File: src/rtl/mhf_pkg.sv
package mhf_pkg;
    localparam int MAC_W   = 48;
    localparam int IDX_W   = 11;
    localparam int WORD_W  = 32;
    localparam int ENTRY_W = 2 * WORD_W;
    localparam int FLAG_W  = 3;

    // flag positions in the low entry word
    localparam int F_VALID = 0;
    localparam int F_SKIP  = 1;
    localparam int F_DEST  = 2;

    typedef enum logic [1:0] {
        ST_IDLE,
        ST_READ,
        ST_WAIT,
        ST_DONE
    } mhf_state_e;
endpackage

File: src/rtl/mhf_hash.sv
module mhf_hash
    import mhf_pkg::*;
(
    input  logic [MAC_W-1:0] mac,
    output logic [IDX_W-1:0] idx
);
    localparam int NBYTES = MAC_W / 8;

    logic [MAC_W-1:0] rev;

    // reverse bit order inside each byte
    for (genvar b = 0; b < NBYTES; b++) begin : g_byte
        for (genvar k = 0; k < 8; k++) begin : g_bit
            assign rev[b*8+k] = mac[b*8+7-k];
        end
    end

    logic [15:0] hr;
    logic [31:0] lr;
    logic [8:0]  fa, fb, fc;

    assign hr = rev[47:32];
    assign lr = rev[31:0];
    assign fa = {lr[14:8], lr[1:0]};
    assign fb = lr[23:15];
    assign fc = {hr[0], lr[31:24]};
    assign idx = {lr[3:2], fa ^ fb ^ fc};
endmodule

File: src/rtl/mhf_key.sv
module mhf_key
    import mhf_pkg::*;
(
    input  logic [MAC_W-1:0]         mac,
    output logic [WORD_W-1:FLAG_W]   key_lo,
    output logic [WORD_W-1:0]        key_hi
);
    logic [15:0] h;
    logic [31:0] l;

    assign h = mac[47:32];
    assign l = mac[31:0];

    assign key_lo = {l[20], l[19:16], l[31:28], l[27:24],
                     h[7:4], h[3:0], h[15:12], h[11:8]};
    assign key_hi = {13'd0, l[7:4], l[3:0], l[15:12], l[11:8], l[23:21]};
endmodule

File: src/rtl/mhf_cmp.sv
module mhf_cmp
    import mhf_pkg::*;
(
    input  logic [ENTRY_W-1:0]     entry,
    input  logic [WORD_W-1:FLAG_W] key_lo,
    input  logic [WORD_W-1:0]      key_hi,
    output logic                   ent_valid,
    output logic                   ent_match,
    output logic                   ent_skip,
    output logic                   ent_dest
);
    logic [WORD_W-1:0] lo_w, hi_w;

    assign lo_w      = entry[WORD_W-1:0];
    assign hi_w      = entry[ENTRY_W-1:WORD_W];
    assign ent_valid = lo_w[F_VALID];
    assign ent_skip  = lo_w[F_SKIP];
    assign ent_dest  = lo_w[F_DEST];
    assign ent_match = ent_valid && (lo_w[WORD_W-1:FLAG_W] == key_lo)
                       && (hi_w == key_hi);
endmodule

File: src/rtl/mac_hash_filter.sv
module mac_hash_filter
    import mhf_pkg::*;
#(
    parameter int HOP_LIMIT = 12
) (
    input  logic               clk,
    input  logic               rst_n,
    input  logic               addr_valid,
    input  logic [47:0]        addr_mac,
    output logic               addr_ready,
    output logic               tbl_rd_en,
    output logic [10:0]        tbl_rd_idx,
    input  logic [63:0]        tbl_rd_data,
    output logic               res_valid,
    output logic               res_accept,
    output logic               res_hit,
    output logic               res_skip,
    output logic               res_dest
);
    localparam int HOP_W = $clog2(HOP_LIMIT + 1);

    mhf_state_e state_q, state_d;

    logic [MAC_W-1:0]        mac_q;
    logic [IDX_W-1:0]        idx_q;
    logic [HOP_W-1:0]        hop_q;
    logic                    acc_q, hit_q, skip_q, dest_q;
    logic [IDX_W-1:0]        hash_idx;
    logic [WORD_W-1:FLAG_W]  key_lo;
    logic [WORD_W-1:0]       key_hi;
    logic                    e_valid, e_match, e_skip, e_dest;
    logic                    take, last_hop, finish;

    mhf_hash u_hash (.mac(addr_mac), .idx(hash_idx));
    mhf_key  u_key  (.mac(mac_q), .key_lo(key_lo), .key_hi(key_hi));
    mhf_cmp  u_cmp  (.entry(tbl_rd_data), .key_lo(key_lo), .key_hi(key_hi),
                     .ent_valid(e_valid), .ent_match(e_match),
                     .ent_skip(e_skip), .ent_dest(e_dest));

    assign take     = (state_q == ST_IDLE) && addr_valid;
    assign last_hop = (hop_q == HOP_W'(HOP_LIMIT - 1));
    assign finish   = !e_valid || e_match || last_hop;

    // next-state logic
    always_comb begin
        state_d = state_q;
        unique case (state_q)
            ST_IDLE: if (addr_valid) state_d = ST_READ;
            ST_READ: state_d = ST_WAIT;
            ST_WAIT: state_d = finish ? ST_DONE : ST_READ;
            ST_DONE: state_d = ST_IDLE;
            default: state_d = ST_IDLE;
        endcase
    end

    // state register
    always_ff @(posedge clk) begin
        if (!rst_n) state_q <= ST_IDLE;
        else        state_q <= state_d;
    end

    // datapath registers
    always_ff @(posedge clk) begin
        if (!rst_n) begin
            mac_q  <= '0;
            idx_q  <= '0;
            hop_q  <= '0;
            acc_q  <= 1'b0;
            hit_q  <= 1'b0;
            skip_q <= 1'b0;
            dest_q <= 1'b0;
        end else if (take) begin
            mac_q <= addr_mac;
            idx_q <= hash_idx;
            hop_q <= '0;
        end else if (state_q == ST_WAIT) begin
            if (finish) begin
                hit_q  <= e_match;
                acc_q  <= e_match && !e_skip;
                skip_q <= e_match && e_skip;
                dest_q <= e_match && e_dest;
            end else begin
                idx_q <= idx_q + 1'b1;
                hop_q <= hop_q + 1'b1;
            end
        end
    end

    // outputs
    always_comb begin
        addr_ready = (state_q == ST_IDLE);
        tbl_rd_en  = (state_q == ST_READ);
        tbl_rd_idx = idx_q;
        res_valid  = (state_q == ST_DONE);
        res_accept = res_valid && acc_q;
        res_hit    = res_valid && hit_q;
        res_skip   = res_valid && skip_q;
        res_dest   = res_valid && dest_q;
    end
endmodule

File: config.mk
export PLATFORM = sky130hd
export DESIGN_NAME = mac_hash_filter
export DESIGN_NICKNAME = d
export VERILOG_FILES = /design/src/rtl/mhf_pkg.sv /design/src/rtl/mhf_hash.sv /design/src/rtl/mhf_key.sv /design/src/rtl/mhf_cmp.sv /design/src/rtl/mac_hash_filter.sv
export SDC_FILE = /design/constraint.sdc
export NUM_CORES = 1
export LEC_CHECK = 0
export CAP_MARGIN = 20
export CORE_ASPECT_RATIO = 1.5
export CORE_MARGIN = 5
export CORE_UTILIZATION = 35
export DETAILED_ROUTE_END_ITERATION = 16
export GPL_TIMING_DRIVEN = 1
export PLACE_DENSITY = 0.65
export SLEW_MARGIN = 15
export SYNTH_ARGS = -nofsm -noshare
export SYNTH_HDL_FRONTEND = slang
export SYNTH_SLANG_ARGS = --single-unit
File: constraint.sdc
create_clock -name clk -period 2.7 [get_ports clk]
set_input_delay 0.27 -clock clk [delete_from_list [all_inputs] [get_ports clk]]
set_output_delay 0.27 -clock clk [all_outputs]
set_load 0.05 [all_outputs]
# Word-level counts from Yosys, hierarchy flattened
# Cells that the tools add are included.
[totals]
latchBits = 0
wordCells = 49
out_inout_bits = 18
in_bits = 115
regBits = 69
mem_bits_ro = 0
n_memories = 0
mem_bits_rw = 0
[classes]
n_div = 0
order_cmp = 0
muxes = 6
reduce_logical = 20
bitwise = 5
shifts = 0
mul = 0
eq_ne = 8
n_addsub = 2
[ops]
columns = ["op", "n"]
rows = [
  ["$mux 11", 3],
  ["$eq 32x19->1", 1],
  ["$eq 29x29->1", 1],
  ["$xor 9x9->9", 2],
  ["$add 11x1->11 const B", 1],
  ["$logic_and 1x1->1", 10],
  ["$pmux 2 s4", 1],
  ["$add 4x1->4 const B", 1],
  ["$eq 2x2->1 const B", 2],
  ["$eq 4x4->1 const B", 1],
  ["$mux 2", 2],
  ["$ne 2x2->1 const B", 2],
  ["$reduce_and 2->1", 2],
  ["$not 1->1", 3],
  ["$reduce_and 3->1", 1],
  ["$eq 2x1->1 const B", 1],
  ["$logic_not 1->1", 2],
  ["$logic_not 2->1", 1],
  ["$logic_or 1x1->1", 2],
  ["$reduce_bool 2->1", 1],
  ["$reduce_or 2->1", 1],
]

# Longest topological paths before layout
# Gate-level depths: netlist of the first run.
[logic_depth]
word_depth = 8
mapped_depth = 9
ltp_nobuf = 7

# By module
# From an unflattened synthesis of the first run, not the netlist that was laid out.
[unflattened]
hier_cells = 494
area_unflattened_um2 = 4184.0
[by_module_without_submodules]
columns = ["mod", "seq_area_each_um2", "area_per_inst_um2", "cells_per_inst", "n_inst"]
rows = [
  ["mac_hash_filter", 1381.3, 2780.2, 328, 1],
  ["mhf_cmp", 0.0, 713.2, 93, 1],
  ["mhf_key", 0.0, 461.7, 62, 1],
  ["mhf_hash", 0.0, 229.0, 11, 1],
]

# Worst setup path after synthesis of the first run
# OpenSTA, ideal clock, no wires.
[synth_timing]
path_kind = "register -> register"
start = "register state_q[1]"
end = "register idx_q[1] (netlist: tbl_rd_idx[1])"
required_time_ns = 2.621
setup_ns = 0.079
setup_slack_ns = 0.347
stages_incl_launch_ff = 8
path_buffers = 3
t_arrival_ns = 2.274
synth_period_minus_slack_ns = 2.353
path_cell_list = "dfxtp_1 > buf_4 > nor2_1 > and2_1 > clkbuf_1 > buf_1 > nor2_1 > a211oi_2"
[synth_via]
elab_chain_cells = 4
elab_cells_between_ends = 7
cone_classes = "2 x eq/ne; 1 x mux; 4 x reduce/logical"
[synth_rtl]
columns = ["item", "line", "text"]
rows = [
  ["start, declared", "mac_hash_filter.sv:22", "mhf_state_e state_q, state_d;"],
  ["start signal, assigned", "mac_hash_filter.sv:59", "else state_q <= state_d;"],
  ["$logic_not 2->1 (*)", "--", ""],
  ["via addr_ready", "mac_hash_filter.sv:10", "output logic addr_ready,"],
  ["$logic_and 1x1->1 (*)", "mac_hash_filter.sv:40", "assign take = (state_q == ST_IDLE) && addr_valid;"],
  ["$ne 2x2->1 (no source line) / $reduce_bool 2->1 (equally long branches)", "--", ""],
  ["$reduce_and 2->1 (no source line)", "--", ""],
  ["end signal, assigned", "mac_hash_filter.sv:74", "idx_q <= hash_idx;"],
  ["end signal, assigned", "mac_hash_filter.sv:83", "idx_q <= idx_q + 1'b1;"],
  ["end, declared", "mac_hash_filter.sv:25", "logic [IDX_W-1:0] idx_q;"],
]
# The timed path passes the listed nets; every way through them passes the cells marked *.
# A chain may end at the register's enable or synchronous reset.

# Final worst setup path of the first run
[layout_timing]
start = "input port tbl_rd_data[15]"
end = "register idx_q[3] (netlist: tbl_rd_idx[3])"
[layout_via]
elab_chain_cells = 7
[layout_rtl]
columns = ["item", "line", "text"]
rows = [
  ["start, declared", "mac_hash_filter.sv:13", "input logic [63:0] tbl_rd_data,"],
  ["$eq 29x29->1", "mhf_cmp.sv:19", "assign ent_match = ent_valid && (lo_w[WORD_W-1:FLAG_W] == key_lo)"],
  ["$logic_and 1x1->1", "mhf_cmp.sv:19", ""],
  ["$logic_and 1x1->1", "mhf_cmp.sv:20", "&& (hi_w == key_hi);"],
  ["$logic_or 1x1->1 (2 in a row)", "mac_hash_filter.sv:42", "assign finish = !e_valid || e_match || last_hop;"],
  ["$ne 2x2->1 (no source line)", "--", ""],
  ["$reduce_and 2->1 (no source line)", "--", ""],
]
# No other way between the ends.

==> results of run 1 <==
[cell type report]
cell class / count / area, µm² / area share
Tap cell: 141 / 176.4 / 0.03214
Timing Repair Buffer: 149 / 1449 / 0.2640
Clock buffer: 10 / 239.0 / 0.04354
Sequential cell: 69 / 1381 / 0.2517
Multi-Input combinational cell: 356 / 2135 / 0.3889
Clock inverter: 5 / 75.07 / 0.01368
Inverter: 9 / 33.78 / 0.006155
[power by group through the flow]
stage	logic [mW]	registers [mW]	clock network, mW
finish	0.664	1.16	1.26
CTS	0.670	1.16	1.27
floorplan	0.276	1.24	0
global placement	0.661	1.18	0
global route	0.716	1.17	1.32
detailed placement	0.667	1.18	0
[flip-flops by register name (all words and copies together) (netlist names)]
signal      count
hit_q           1
dest_q          1
state_q         2
tbl_rd_idx     11
mac_q          48
hop_q           4
acc_q           1
skip_q          1
[per-layer routing]
metal | routed length [µm] | share of wire | up-vias | track usage
li1 | - | - | 1863 | -
met1 | 4571 | 0.37 | 1766 | 0.2133
met2 | 6371 | 0.52 | 136 | 0.3486
met3 | 692 | 0.057 | 33 | 0.04169
met4 | 555 | 0.046 | 0 | 0.1125
met5 | 0 | 0 | - | 0
[cell families (layout without fill, tap and decap cells)]
group,after synthesis,count (layout),synth area share
buffers and inverters,32,173,0.03870
DFF,69,69,0.3781
and+or+nand+nor,194,194,0.2534
adders and majority gates,2,2,0.006848
AOI/OAI and AO/OA,101,101,0.1815
xor gates and xnor gates,59,59,0.1414
[how the worst min path moves through the flow]
stage                      start         to  slack (ns)  depth (start not counted)
finish                 mac_q[46]  mac_q[46]        0.46                          2
global route        addr_mac[36]  mac_q[36]        0.49                          3
CTS                    mac_q[46]  mac_q[46]        0.46                          2
detailed placement     mac_q[46]  mac_q[46]        0.45                          2
global placement       mac_q[46]  mac_q[46]        0.45                          2
floorplan           addr_mac[46]  mac_q[46]        0.41                          2
[layout by cell type, fill, tap and decap left out, drive strengths merged, types with 2 or more instances in the layout]
cell type,instances
clkdlybuf4s50,132
nand2,116
dfxtp,69
a21oi,35
xor2,33
xnor2,26
a21boi,22
buf,17
nand3,16
nor4,14
o21ai,13
clkbuf,10
inv,8
nand4,8
nor2,8
and3,8
a31oi,7
nor3,6
o22ai,5
or3,5
clkinv,4
a22o,3
a311o,3
or4,3
and2,3
o31ai,2
ha,2
bufinv,2
nor2b,2
a2111oi,2
[through the flow]
step	utilization	power, mW
after floorplan	-	1.517
final	0.5386	3.084
after global placement	0.5078	1.842
after CTS	0.5386	3.107
after detailed placement	0.5078	1.851
after global routing	0.5386	3.214
[critical path, delay by kind of cell]
kind            cells  cell delay, ns
compound gates      1            0.34
xor+xnor            1            0.14
simple gates        5            1.02
buf+inv             3            0.75
==> results.tsv, run 1 <==
stage	metric	value	unit
critical_path	start_kind	input pin	
logic_synthesis	synth_top_area_cell	dfxtp_1	
critical_path	max_stage_delay	0.42	ns
power	p_leak	2.008	nW
grt	grt_max_degree	55	
logic_synthesis	synth.area.top_cells	dfxtp_1 (38%), nand2_1 (12%), xor2_1 (7.9%)	
cts	path_clk_slew	0.06	ns
critical_path	path_common_cell	buf_4	
sta	finalHoldViolCount	0	
die	start_util	0.3585	
power	intPower	2.242	mW
cells_and_area	antennaDiodeCount	0	
critical_path	critPathKind	in -> reg	
routing	wire_per_inst	16.50	µm
die	rows	45	
routing	drcViolationCount	0	
cells_and_area	instances_no_fill	739	
power	p_seq_frac	0.377	
min_path	min-delay-path-class	reg -> reg	
cts	cts.path.max_buffers	2	
logic_synthesis	ys_seq_elements	69	
logic_synthesis	ys_seq_area_frac	0.3781	
sta	max_freq	435.6	MHz
routing	drt-pass1-iter-count	5	
run	drv_cap	0	
sta	slew_headroom	0.5966	
sta	period_needed	2.296	ns
routing	ant_nets	0	
die	io_pins	133	
die	die_h	135.1	µm
cells_and_area	nNetsFinal	711	
logic_synthesis	synthTopCellsByCount	nand2_1 (116), dfxtp_1 (69), a21oi_1 (35), xor2_1 (33), xnor2_1 (26)	
critical_path	worstSetupStartpoint	tbl_rd_data[15]	
logic_synthesis	yosysTopAreaCellShare	0.3781	
logic_synthesis	synth_flop_cell	dfxtp_1	
critical_path	crit_path_end	tbl_rd_idx[3]	
cts	hold_buffers	0	
routing	drt-vias-per-instance	5.139	
routing	vias	3798	
status	outcome	completed	
power	switchingPower	0.8418	mW
critical_path	r2r.worst_path.cells	9	
placement	hpwl	9391	µm
logic_synthesis	synth.distinct_cells	53	
logic_synthesis	syn-cell-area	3654	µm²
power	combPwrFrac	0.215	
cts	htreeDepth	3	
grt	antenna_found_initial	0	
logic_synthesis	synth_edf_count	0	
logic_synthesis	yosysMostFrequentCell	nand2_1	
placement	dp_cells	724	
die	core-area	10190	µm²
placement	dpl_cell_area	5175	µm²
cts	cts.sinks	69	
die	die_x	93.42	µm
die	die-area	12620	µm²
sta	worstMarginPinSlew	0.6052	ns
sta	setup_viol	0	
critical_path	rr_startpoint	mac_q[5]	
cells_and_area	syn_to_final_growth	50.24	%
power	power.density	561.8	nW/µm²
logic_synthesis	synth_warnings	0	
logic_synthesis	async_flop_share	0	
sta	period_share	0.8503	
critical_path	worstPathArrival	2.52	ns
logic_synthesis	postSynthAreaPerCell	7.995	µm²
cts	postCtsSetupBuffers	0	
grt	grt_pass1_wl	19300	µm
cts	cts_buffers	9	
placement	gp_routability_congestion	0.8614	
placement	port_buffers	132	
cts	post_cts_resized	0	
sta	hold_ws	0.4584	ns
sta	rsz0062_at_grt	no	
sta	fin_worst_skew	0.004976	ns
power	clkPwrFrac	0.407	
sta	setup_tns	0	ns
cells_and_area	layout-drive-gt1-share	0.07525	
cts	clk_latency	0.33	ns
critical_path	critPathCaptureType	flip-flop	
cts	root_buffer	clkbuf_16	
critical_path	crit_fanout	9	
critical_path	reg2reg_to	tbl_rd_idx[3]	
critical_path	critPathRequiredTime	2.93	ns
cells_and_area	final_design_area_no_fill	5489	µm²
critical_path	path_cells	clkdlybuf4s50_1 > xor2_1 > nor4_1 > buf_4 > nand4_1 > nor4_2 > and4_1 > buf_4 > nor3_2 > a2111oi_2	
grt	overflow	0	
placement	place_ws	0.07655	ns
sta	final_max_slew_viol_count	0	
routing	drt_iter0_drc	117	
critical_path	rrSetupSlack	0.42	ns
routing	routed_wl	12190	µm
power	vdd_drop_max	0.0003372	V
logic_synthesis	synth_nets	574	
grt	grt_usage	0.1968	
power	p_sw_frac	0.2730	
critical_path	cpMaxStageDelayCell	nor4_1	
sta	setup_slack	0.4043	ns
logic_synthesis	postSynthCellCount	457	
grt	grt_pass1_vias	3875	
cells_and_area	fillers	990	
cts	cts_tree	built	
Power figures use the tool's default switching activity.
==> run 2: changes to the inputs <==
--- a/config.mk
+++ b/config.mk
@@ -10,8 +10,8 @@
 export CORE_MARGIN = 5
 export CORE_UTILIZATION = 35
 export DETAILED_ROUTE_END_ITERATION = 16
+export DONT_BUFFER_PORTS = 1
 export GPL_TIMING_DRIVEN = 1
-export PLACE_DENSITY = 0.65
 export SLEW_MARGIN = 15
 export SYNTH_ARGS = -nofsm -noshare
 export SYNTH_HDL_FRONTEND = slang
==> run 2 against run 1 <==
Net effect:
- total power is 9.6% lower
- first-iteration DRC count is 31% lower
- worst hold slack got worse by 0.40 ns
- register-to-register slack got worse by 0.18 ns
- wire length fell by 9.6%
- non-clock buffer count fell by 130
- final area decreased by 24%
- via count down 15%
- sequential cell count unchanged
- sequential power about the same
- fmax decreased by 6.7%
- final cell count is 17% lower
- critical path type is now reg -> reg
- highest routed layer unchanged
==> results.tsv, run 2 (synthesis gave the netlist of run 1 again) <==
stage	metric	value	unit
die	io_pins	133	
cts	htreeDepth	3	
power	combPwrFrac	0.150	
routing	wire_per_inst	18.06	µm
die	start_util	0.3585	
status	outcome	completed	
power	p_leak	1.491	nW
placement	gp_routability_congestion	0.8282	
sta	slew_headroom	0.5512	
die	rows	45	
grt	use_met1	0.1865	
routing	ant_nets	0	
sta	fin_worst_skew	0.007645	ns
critical_path	r2r.worst_path.cells	8	
min_path	min_path_cells	1	
grt	antenna_found_initial	0	
cells_and_area	final_cell_mix	nand2_1 (115), dfxtp_1 (69), a21oi_1 (35), xor2_1 (33), xnor2_1 (26)	
critical_path	path_cells	xor2_1 > nor4_1 > nand4_1 > nor4_2 > and4_1 > buf_4 > o21ai_0 > a21oi_1	
sta	hold_ws	0.06317	ns
power	p_sw_frac	0.2868	
placement	port_buffers	0	
grt	grt_max_degree	43	
critical_path	crit_fanout	12	
die	core-area	10190	µm²
cells_and_area	largest_reg_flops	48	
critical_path	worstPathArrival	2.72	ns
critical_path	cpMaxStageDelayCell	and4_1	
critical_path	critPathRequiredTime	2.96	ns
power	switchingPower	0.8000	mW
die	die_h	135.1	µm
grt	grt_pass1_wl	17260	µm
cts	clk_latency	0.33	ns
sta	finalHoldViolCount	0	
cts	postCtsSetupBuffers	0	
critical_path	reg2reg_to	hop_q[1]	
min_path	min-delay-path-class	in -> reg	
placement	dpl_cell_area	3869	µm²
routing	drcViolationCount	0	
grt	grt_pass1_vias	3348	
routing	drt-pass1-iter-count	5	
power	power.density	668.8	nW/µm²
cells_and_area	final_common_cell	nand2_1	
critical_path	rr_startpoint	mac_q[42]	
sta	rsz0062_at_grt	no	
cells_and_area	post-route-util	0.4092	
power	intPower	1.989	mW
grt	grt.busiest_layer	met2	
critical_path	critPathCaptureType	flip-flop	
sta	setup_viol	0	
placement	dp_cells	594	
cts	cts.path.max_buffers	2	
routing	vias	3214	
power	clkPwrFrac	0.426	
cells_and_area	seq_area	1381	µm²
critical_path	start_kind	flip-flop	
critical_path	cp.depth	8	
critical_path	critical_path.top_delay_family	simple AND/OR/NAND/NOR gates	
cts	root_buffer	clkbuf_16	
cells_and_area	antennaDiodeCount	0	
grt	use_met3	0.06059	
critical_path	cp.buffers_inverters	1	
placement	hpwl	8658	µm
critical_path	max_stage_delay	0.53	ns
cts	post_cts_resized	0	
cts	cts.sinks	69	
min_path	min_from	rst_n	
routing	routed_wl	11020	µm
sta	final_max_slew_viol_count	0	
run	drv_cap	0	
critical_path	critPathKind	reg -> reg	
die	die-area	12620	µm²
cts	cts_buffers	9	
cells_and_area	syn_to_final_growth	14.14	%
critical_path	rrSetupSlack	0.24	ns
routing	drt_iter0_drc	81	
sta	period_share	0.9109	
cells_and_area	layout-drive-gt1-share	0.1023	
cells_and_area	nNetsFinal	581	
sta	worstMarginPinSlew	0.6562	ns
cts	cts_tree	built	
die	die_x	93.42	µm
power	p_seq_frac	0.424	
cells_and_area	fillers	1041	
cts	path_clk_slew	0.06	ns
routing	drt-vias-per-instance	5.269	
grt	grt_usage	0.1776	
power	vdd_drop_max	0.0002835	V
cells_and_area	instances_no_fill	610	
sta	setup_tns	0	ns
sta	max_freq	406.6	MHz
grt	grtUsageMet2	0.3255	
cts	hold_buffers	0	
sta	period_needed	2.459	ns
grt	overflow	0	
min_path	min_to	state_q[1]	
cells_and_area	multi_input_area	2135	µm²
cells_and_area	regMostFlops	mac_q	
cells_and_area	final_design_area_no_fill	4170	µm²
[run 2: worst max-delay path by stage]
stage,from,endpoint,slack (ns)
global route,mac_q[42],tbl_rd_idx[3],0.03
floorplan,state_q[1],tbl_rd_idx[1],0.35
global placement,mac_q[42],tbl_rd_idx[2],0.23
detailed placement,mac_q[42],tbl_rd_idx[2],0.19
finish,mac_q[42],hop_q[1],0.24
CTS,mac_q[42],dest_q,0.16
[run 2: per-stage QoR]
stage / setup slack, ns / total power [mW]
global route: 0.02934 / 2.918
floorplan: 0.3467 / 1.517
finish: 0.2407 / 2.789
CTS: 0.1615 / 2.830
detailed placement: 0.1862 / 1.629
global placement: 0.2320 / 1.618
[run 2: layout make-up]
| class | instances | area share |
|---|---|---|
| clock inverter | 6 | 0.01500 |
| sequential | 69 | 0.3312 |
| clock buffer | 10 | 0.05731 |
| timing repair buffer | 19 | 0.03420 |
| multi-input combinational | 356 | 0.5119 |
| inverter | 9 | 0.008101 |
| tap | 141 | 0.04230 |
[run 2: metal layers]
layer | share of wire | routed length (µm) | up-vias
met3 | 0.071 | 780 | 12
met4 | 0.012 | 133 | 0
li1 | - | - | 1602
met2 | 0.54 | 5986 | 78
met1 | 0.37 | 4114 | 1522
met5 | 0 | 0 | -
[run 2: power by group through the flow]
stage          registers, mW  logic, mW  clock network [mW]
3_3_place_gp            1.20      0.417                   0
2_1_floorplan           1.24      0.276                   0
3_5_place_dp            1.21      0.424                   0
5_1_grt                 1.19      0.465                1.26
6_report                1.18      0.419                1.19
4_1_cts                 1.18      0.425                1.22
